===== src/rtl/sadc_pkg.sv =====
package sadc_pkg;
    // frame layout of one conversion, counted in serial bit slots
    localparam int ADDR_LEN  = 5;
    localparam int RES_LEN   = 8;
    localparam int ZERO_BIT  = ADDR_LEN;
    localparam int FWD_FIRST = ADDR_LEN + 1;
    localparam int FWD_LAST  = ADDR_LEN + RES_LEN;
    localparam int NBITS     = ADDR_LEN + 1 + RES_LEN + (RES_LEN - 1);
    localparam int NPHASE    = 2 * NBITS;
    localparam int PH_W      = $clog2(NPHASE);

    typedef enum logic [1:0] {
        ST_IDLE = 2'd0,
        ST_XFER = 2'd1,
        ST_GAP  = 2'd2
    } seq_st_e;
endpackage


===== src/rtl/sadc_halfclk.sv =====
module sadc_halfclk #(
    parameter int DIV_W = 8
) (
    input  logic             clk,
    input  logic             rst_n,
    input  logic             clr,
    input  logic [DIV_W-1:0] half_len,
    output logic             tick
);
    typedef struct packed {
        logic [DIV_W-1:0] cnt;
    } hc_s;

    hc_s d, q;
    logic [DIV_W-1:0] last;

    always_comb begin
        last  = (half_len == '0) ? '0 : half_len - 1'b1;
        tick  = !clr && (q.cnt == last);
        d     = q;
        if (clr || tick) d.cnt = '0;
        else             d.cnt = q.cnt + 1'b1;
    end

    always_ff @(posedge clk or negedge rst_n) begin
        if (!rst_n) q <= '0;
        else        q <= d;
    end

    // the phase counter never runs past the programmed half length
    a_r2_cnt_bounded: assert property (@(posedge clk) disable iff (!rst_n)
        !clr |-> (q.cnt <= last));
endmodule


===== src/rtl/sadc_capture.sv =====
module sadc_capture #(
    parameter int W = 8
) (
    input  logic         clk,
    input  logic         rst_n,
    input  logic         clr,
    input  logic         shift,
    input  logic         bit_in,
    input  logic         to_fwd,
    input  logic         to_rev,
    output logic [W-1:0] fwd_o,
    output logic [W-1:0] rev_o
);
    typedef struct packed {
        logic [W-1:0] fwd;
        logic [W-1:0] rev;
    } cap_s;

    cap_s d, q;

    always_comb begin
        d = q;
        if (clr) begin
            d = '0;
        end else if (shift) begin
            // forward copy arrives high bit first: enter at the bottom
            if (to_fwd) d.fwd = {q.fwd[W-2:0], bit_in};
            // reversed copy arrives low bit first: enter at the top
            if (to_rev) d.rev = {bit_in, q.rev[W-1:1]};
        end
    end

    always_ff @(posedge clk or negedge rst_n) begin
        if (!rst_n) q <= '0;
        else        q <= d;
    end

    assign fwd_o = q.fwd;
    assign rev_o = q.rev;

    // while only the reversed copy is collected the forward result is frozen
    a_r5_fwd_frozen: assert property (@(posedge clk) disable iff (!rst_n)
        (shift && !clr && to_rev && !to_fwd) |=> $stable(q.fwd));
endmodule


===== src/rtl/sadc_host.sv =====
module sadc_host
    import sadc_pkg::*;
#(
    parameter int DIV_W      = 8,
    parameter int GAP_HALVES = 2
) (
    input  logic             clk,
    input  logic             rst_n,
    input  logic             req_valid,
    output logic             req_ready,
    input  logic [1:0]       req_sel,
    input  logic             req_odd,
    input  logic             req_diff,
    input  logic [DIV_W-1:0] div_half,
    input  logic             share_en,
    output logic             adc_cs_n,
    output logic             adc_sclk,
    output logic             adc_di,
    output logic             adc_di_oe,
    input  logic             adc_do,
    output logic             res_valid,
    output logic [7:0]       res_data,
    output logic             res_mismatch
);
    localparam int GAP_W = $clog2(GAP_HALVES + 1);
    localparam logic [GAP_W-1:0] GAP_LAST    = GAP_W'(GAP_HALVES - 1);
    localparam logic [PH_W-1:0]  PH_LAST     = PH_W'(NPHASE - 1);
    localparam logic [PH_W-1:0]  K_ZERO      = PH_W'(ZERO_BIT);
    localparam logic [PH_W-1:0]  K_FWD_FIRST = PH_W'(FWD_FIRST);
    localparam logic [PH_W-1:0]  K_FWD_LAST  = PH_W'(FWD_LAST);

    typedef struct packed {
        seq_st_e             st;
        logic [PH_W-1:0]     ph;
        logic [GAP_W-1:0]    gap;
        logic [ADDR_LEN-1:0] addr;
        logic [DIV_W-1:0]    div;
        logic                share;
        logic                cs_n;
        logic                sclk;
        logic                di;
        logic                di_oe;
        logic                vld;
    } host_s;

    host_s d, q;

    logic            tick;
    logic            accept;
    logic            cap_shift;
    logic            cap_fwd;
    logic            cap_rev;
    logic [PH_W-1:0] k_cur;
    logic [PH_W-1:0] ph_inc;
    logic [PH_W-1:0] k_next;
    logic [7:0]      fwd_val;
    logic [7:0]      rev_val;

    sadc_halfclk #(.DIV_W(DIV_W)) i_halfclk (
        .clk      (clk),
        .rst_n    (rst_n),
        .clr      (q.st == ST_IDLE),
        .half_len (q.div),
        .tick     (tick)
    );

    always_comb begin
        k_cur     = q.ph >> 1;
        ph_inc    = q.ph + 1'b1;
        k_next    = ph_inc >> 1;
        // rising edge happens at the end of every even (low) phase
        cap_shift = (q.st == ST_XFER) && tick && !q.ph[0] && (k_cur >= K_FWD_FIRST);
        cap_fwd   = (k_cur <= K_FWD_LAST);
        cap_rev   = (k_cur >= K_FWD_LAST);
    end

    always_comb begin
        d      = q;
        d.vld  = 1'b0;
        accept = 1'b0;
        unique case (q.st)
            ST_IDLE: begin
                if (req_valid) begin
                    accept  = 1'b1;
                    d.st    = ST_XFER;
                    d.ph    = '0;
                    d.addr  = {1'b1, ~req_diff, req_odd, req_sel};
                    d.div   = div_half;
                    d.share = share_en;
                    d.cs_n  = 1'b0;
                    d.sclk  = 1'b0;
                    d.di    = 1'b1;
                    d.di_oe = 1'b1;
                end
            end
            ST_XFER: begin
                if (tick) begin
                    if (!q.ph[0]) begin
                        d.ph   = ph_inc;
                        d.sclk = 1'b1;
                    end else if (q.ph == PH_LAST) begin
                        d.st    = ST_GAP;
                        d.gap   = '0;
                        d.cs_n  = 1'b1;
                        d.sclk  = 1'b1;
                        d.di    = 1'b0;
                        d.di_oe = 1'b1;
                        d.vld   = 1'b1;
                    end else begin
                        d.ph   = ph_inc;
                        d.sclk = 1'b0;
                        d.addr = {q.addr[ADDR_LEN-2:0], 1'b0};
                        if (k_next < K_ZERO) begin
                            d.di    = d.addr[ADDR_LEN-1];
                            d.di_oe = 1'b1;
                        end else begin
                            d.di    = 1'b0;
                            d.di_oe = ~q.share;
                        end
                    end
                end
            end
            ST_GAP: begin
                if (tick) begin
                    if (q.gap == GAP_LAST) d.st  = ST_IDLE;
                    else                   d.gap = q.gap + 1'b1;
                end
            end
            default: d.st = ST_IDLE;
        endcase
    end

    always_ff @(posedge clk or negedge rst_n) begin
        if (!rst_n) begin
            q       <= '0;
            q.st    <= ST_IDLE;
            q.cs_n  <= 1'b1;
            q.sclk  <= 1'b1;
            q.di_oe <= 1'b1;
        end else begin
            q <= d;
        end
    end

    sadc_capture #(.W(RES_LEN)) i_capture (
        .clk    (clk),
        .rst_n  (rst_n),
        .clr    (accept),
        .shift  (cap_shift),
        .bit_in (adc_do),
        .to_fwd (cap_fwd),
        .to_rev (cap_rev),
        .fwd_o  (fwd_val),
        .rev_o  (rev_val)
    );

    assign req_ready    = (q.st == ST_IDLE);
    assign adc_cs_n     = q.cs_n;
    assign adc_sclk     = q.sclk;
    assign adc_di       = q.di;
    assign adc_di_oe    = q.di_oe;
    assign res_valid    = q.vld;
    assign res_data     = fwd_val;
    assign res_mismatch = (fwd_val != rev_val);

    // converter reset condition, clock high while deselected
    a_r7_clk_high_deselected: assert property (@(posedge clk) disable iff (!rst_n)
        q.cs_n |-> q.sclk);

    // chip select rises only out of a high clock phase
    a_r7_cs_rise_in_high: assert property (@(posedge clk) disable iff (!rst_n)
        $rose(q.cs_n) |-> $past(q.sclk));

    // an accepted request selects the converter and blocks further requests
    a_r1_accept_selects: assert property (@(posedge clk) disable iff (!rst_n)
        (req_valid && req_ready) |=> (!adc_cs_n && !req_ready));

    // result strobe lasts one cycle and coincides with chip select rising
    a_r6_valid_pulse: assert property (@(posedge clk) disable iff (!rst_n)
        res_valid |=> !res_valid);
    a_r6_valid_at_cs_rise: assert property (@(posedge clk) disable iff (!rst_n)
        res_valid |-> $rose(adc_cs_n));

    // data to the converter holds through every high clock phase
    a_r3_di_stable_high: assert property (@(posedge clk) disable iff (!rst_n)
        (!q.cs_n && q.sclk && $past(q.sclk) && !$past(q.cs_n)) |-> $stable(q.di));

    // once the shared line is released it stays released until deselect
    a_r8_release_holds: assert property (@(posedge clk) disable iff (!rst_n)
        (!q.cs_n && q.share && !$past(q.di_oe)) |-> !q.di_oe);
endmodule


===== config.mk =====
export PLATFORM = sky130hd
export DESIGN_NAME = sadc_host
export DESIGN_NICKNAME = d
export VERILOG_FILES = /design/src/rtl/sadc_pkg.sv /design/src/rtl/sadc_halfclk.sv /design/src/rtl/sadc_capture.sv /design/src/rtl/sadc_host.sv
export SDC_FILE = /design/constraint.sdc
export NUM_CORES = 1
export LEC_CHECK = 0
export BUFFER_PORTS_ARGS = -buffer_cell sky130_fd_sc_hd__buf_4
export CORE_ASPECT_RATIO = 1.5
export CORE_MARGIN = 4
export CORE_UTILIZATION = 44
export CTS_CLUSTER_SIZE = 24
export DETAILED_ROUTE_END_ITERATION = 10
export PLACE_DENSITY = 0.64
export SYNTH_ARGS = -nofsm -noshare
export SYNTH_HDL_FRONTEND = slang
export SYNTH_SLANG_ARGS = --single-unit

===== constraint.sdc =====
create_clock -name clk -period 6.1 [get_ports clk]
set_input_delay 1.525 -clock clk [delete_from_list [all_inputs] [get_ports clk]]
set_output_delay 1.525 -clock clk [all_outputs]
set_load 0.1 [all_outputs]

==> out/qor.csv <==
metric;value;unit
Placer Congestion;0.9233;
CTS Buf Count;5;
Tmin final;3289;ps
clk_skew;11.65;ps
CTS root buf;clkbuf_8;
Worst Setup Start Kind;register;
H-tree levels;2;
LEAKAGE;1.687;nW
Peak Freq;0.3040;GHz
Rel. slew slack;30.11;%
Post-synth EDFFs;0;
synthesis-to-layout area growth;11.96;%
hold buffer count at CTS;0;
Post-route DRC;0;
Final setup viols;0;
final net count;362;
number of global-route vias before repair;2422;
clock latency on the worst-skew pair;310;ps
Die Wd;76.39;um
mapped cell area;3087;sq um
Worst Hold Depth;2;
cells on worst reg2reg path;9;
Die Area;8447;sq um
vias;2330;
# diodes;0;
Arr. time, crit path;3450;ps
Vias/cell;5.561;
PwrDens;183.5;nW/um^2
drt initial violations;83;
post-detail-place hpwl;4859;um
crit path max fanout;8;
core area;6852;sq um
most frequent cells in the layout;49 x dfrtp_1, 40 x nor2_1, 38 x nand2_1;
met3 WL;152;um
Final Slew Violations;0;
metal2 WL;3459;um
clock sink count;52;
YS warnings;0;
flops & latches, synth;52;
Final Cycle Share;53.92;%
global-route wire length before repair;10940;um
Initial DRT Pass Iterations;4;
RSZ-0062 raised after global routing;no;
Post-Syn Instances;314;
status;completed;
measured slew at the worst slew-check pin;1048;ps
Total GRT Usage;15.58;%
# rows;37;
setup TNS;0;ps
cell family with most CP delay;compound AO/OA/AOI/OAI gates;
Cell variety after synth;67;
Routed Antenna Nets;0;
Tightest Hold Check Type;register to register;
Worst setup EP type;register;
Reg clk slew, reported paths;100;ps
layout cells sized above 1;20.53;%
CP Cell Sequence;inv_1 > ha_1 > nor3b_1 > a22oi_1 > o32a_2 > a21oi_2 > nand3_1 > o21ai_1 > nor2_1;
Initial Util;45.05;%
CTS tree;yes;
uppermost layer routed;met4;
top cells by area, synth;dfrtp_1 40%, mux2i_1 6.2%, nor2_1 4.9%, nand2_1 4.6%, xor2_1 4.0%;
CP max stage delay;530;ps
PortBufs;31;
# Post-CTS Setup Buffers;0;
max cap viols;0;
crit path kind;register to register;
Ports;32;
FFs w/ async S/R, synth;100.0;%
prevailing post-synth register cell;dfrtp_1;
final WL;6536;um
Seq/Total Area, Yosys;42.28;%
syn_area_per_cell;9.830;sq um
post-CTS sizing;0;
top-area cell type share of the netlist area;39.72;%
commonest non-fill, non-tap cell in the layout;dfrtp_1;
Die Ht;110.6;um
total grt overflow;0;
final core occ;50.44;%
Worst Path Buf+Inv;1;
stages on the worst setup path;9;
syn nets;336;
largest net degree at the start of global routing;53;
final count of hold timing violations;0;
Met1 Wirelength;2831;um
initial antenna violation count;0;
VDD IR max;0.1768;mV
deepest clock path buffer count;2;
required time worst endpoint;6270;ps
slowest cell on the critical path;nor3b_1;
cell taking the most area after synthesis;dfrtp_1;
Avg WL per Cell;15.60;um
-- synthesized netlist by cell type (2+ instances only) --
cell	instances
nor3_2	2
or3_2	2
a21oi_2	2
xor2_1	14
a211o_1	2
nor3b_1	3
dfrtp_1	49
nor4_4	2
clkbuf_1	9
nand2b_1	3
nand4_4	3
nand2_1	38
inv_1	11
nor2_1	40
o21ai_0	8
a21oi_1	6
nor4_1	4
a21o_1	2
and4_2	2
mux2i_1	19
mux2_2	2
xnor2_1	6
nand3_1	17
nor3_1	7
o31ai_1	2
nand3b_1	2
a22oi_1	2
o22ai_1	2
a22o_1	4
and3_1	5
ha_1	5
mux2_4	2
dfstp_2	3
-- metal layers --
metal | vias to the layer above | GRT usage, %
met5 | - | 0
met3 | 8 | 1.958
met2 | 34 | 29.24
li1 | 1159 | -
met1 | 1129 | 18.05
met4 | 0 | 4.958
-- worst reg2reg max path: stages, from the launching register on --
cell	delay, ps
dfrtp_1	430
inv_1	120
ha_1	270
nor3b_1	530
a22oi_1	180
o32a_2	360
a21oi_2	390
nand3_1	340
o21ai_1	410
nor2_1	110
-- per-stage QoR --
step / hold slack [ps] / setup slack [ps] / total power [mW] / area (sq um) / std cells
3_5_place_dp: 478.5 / 2774 / 0.4041 / 3344 / 411
3_3_place_gp: 468.4 / 2932 / 0.4036 / 3344 / 411
6_report: 498.8 / 2811 / 0.6343 / 3456 / 419
5_1_grt: 526.9 / 2516 / 0.6585 / 3456 / 419
4_1_cts: 501.7 / 2787 / 0.6419 / 3456 / 419
2_1_floorplan: 437.6 / 2631 / 0.3824 / 3087 / 314
-- where the power goes --
group / internal (mW) / total (mW) / switching, mW
registers: 0.348 / 0.351 / 0.00380
logic: 0.0129 / 0.0452 / 0.0324
clock network: 0.124 / 0.238 / 0.114
total: 0.484 / 0.634 / 0.150
-- logic make-up (layout without fill, tap and decap cells) --
family	count (synthesis)	count (layout)	share of synthesized area (%)
AOI/OAI and AO/OA	47	47	12.44
xor gates and xnor gates	20	20	5.675
adders and majority gates	5	5	2.027
buffers and inverters	23	50	3.688
DFF	52	52	42.28
muxes	23	23	7.864
and+or+nand+nor	144	144	26.02
-- cell type report --
type,instances,area [sq um]
Inverter,11,41.29
Tap cell,78,97.59
Sequential cell,52,1305
Clock inverter,2,38.79
Clock buffer,6,72.57
Fill cell,671,3396
Multi-Input combinational cell,239,1668
Timing Repair Buffer,31,232.7
-- worst paths after layout --
path | startpoint | endpoint | slack, ps
hold / removal | q[5] | q[5] | 500
hold reg to reg | q[5] | q[5] | 500
setup reg to reg | q[6] | i_halfclk.q[5] | 2810
setup / recovery | q[6] | i_halfclk.q[5] | 2810
max in group asynchronous | rst_n | i_capture.fwd_o[5] | 4420
min in group asynchronous | rst_n | q[19] | 1250
-- state kept, by name, indices dropped and copies added (netlist names), 5 cells and up --
name,count
i_halfclk.q,8
i_capture.rev_o,8
i_capture.fwd_o,8
q,18
k_cur,5
No activity file was read; power rests on OpenSTA's default activity.
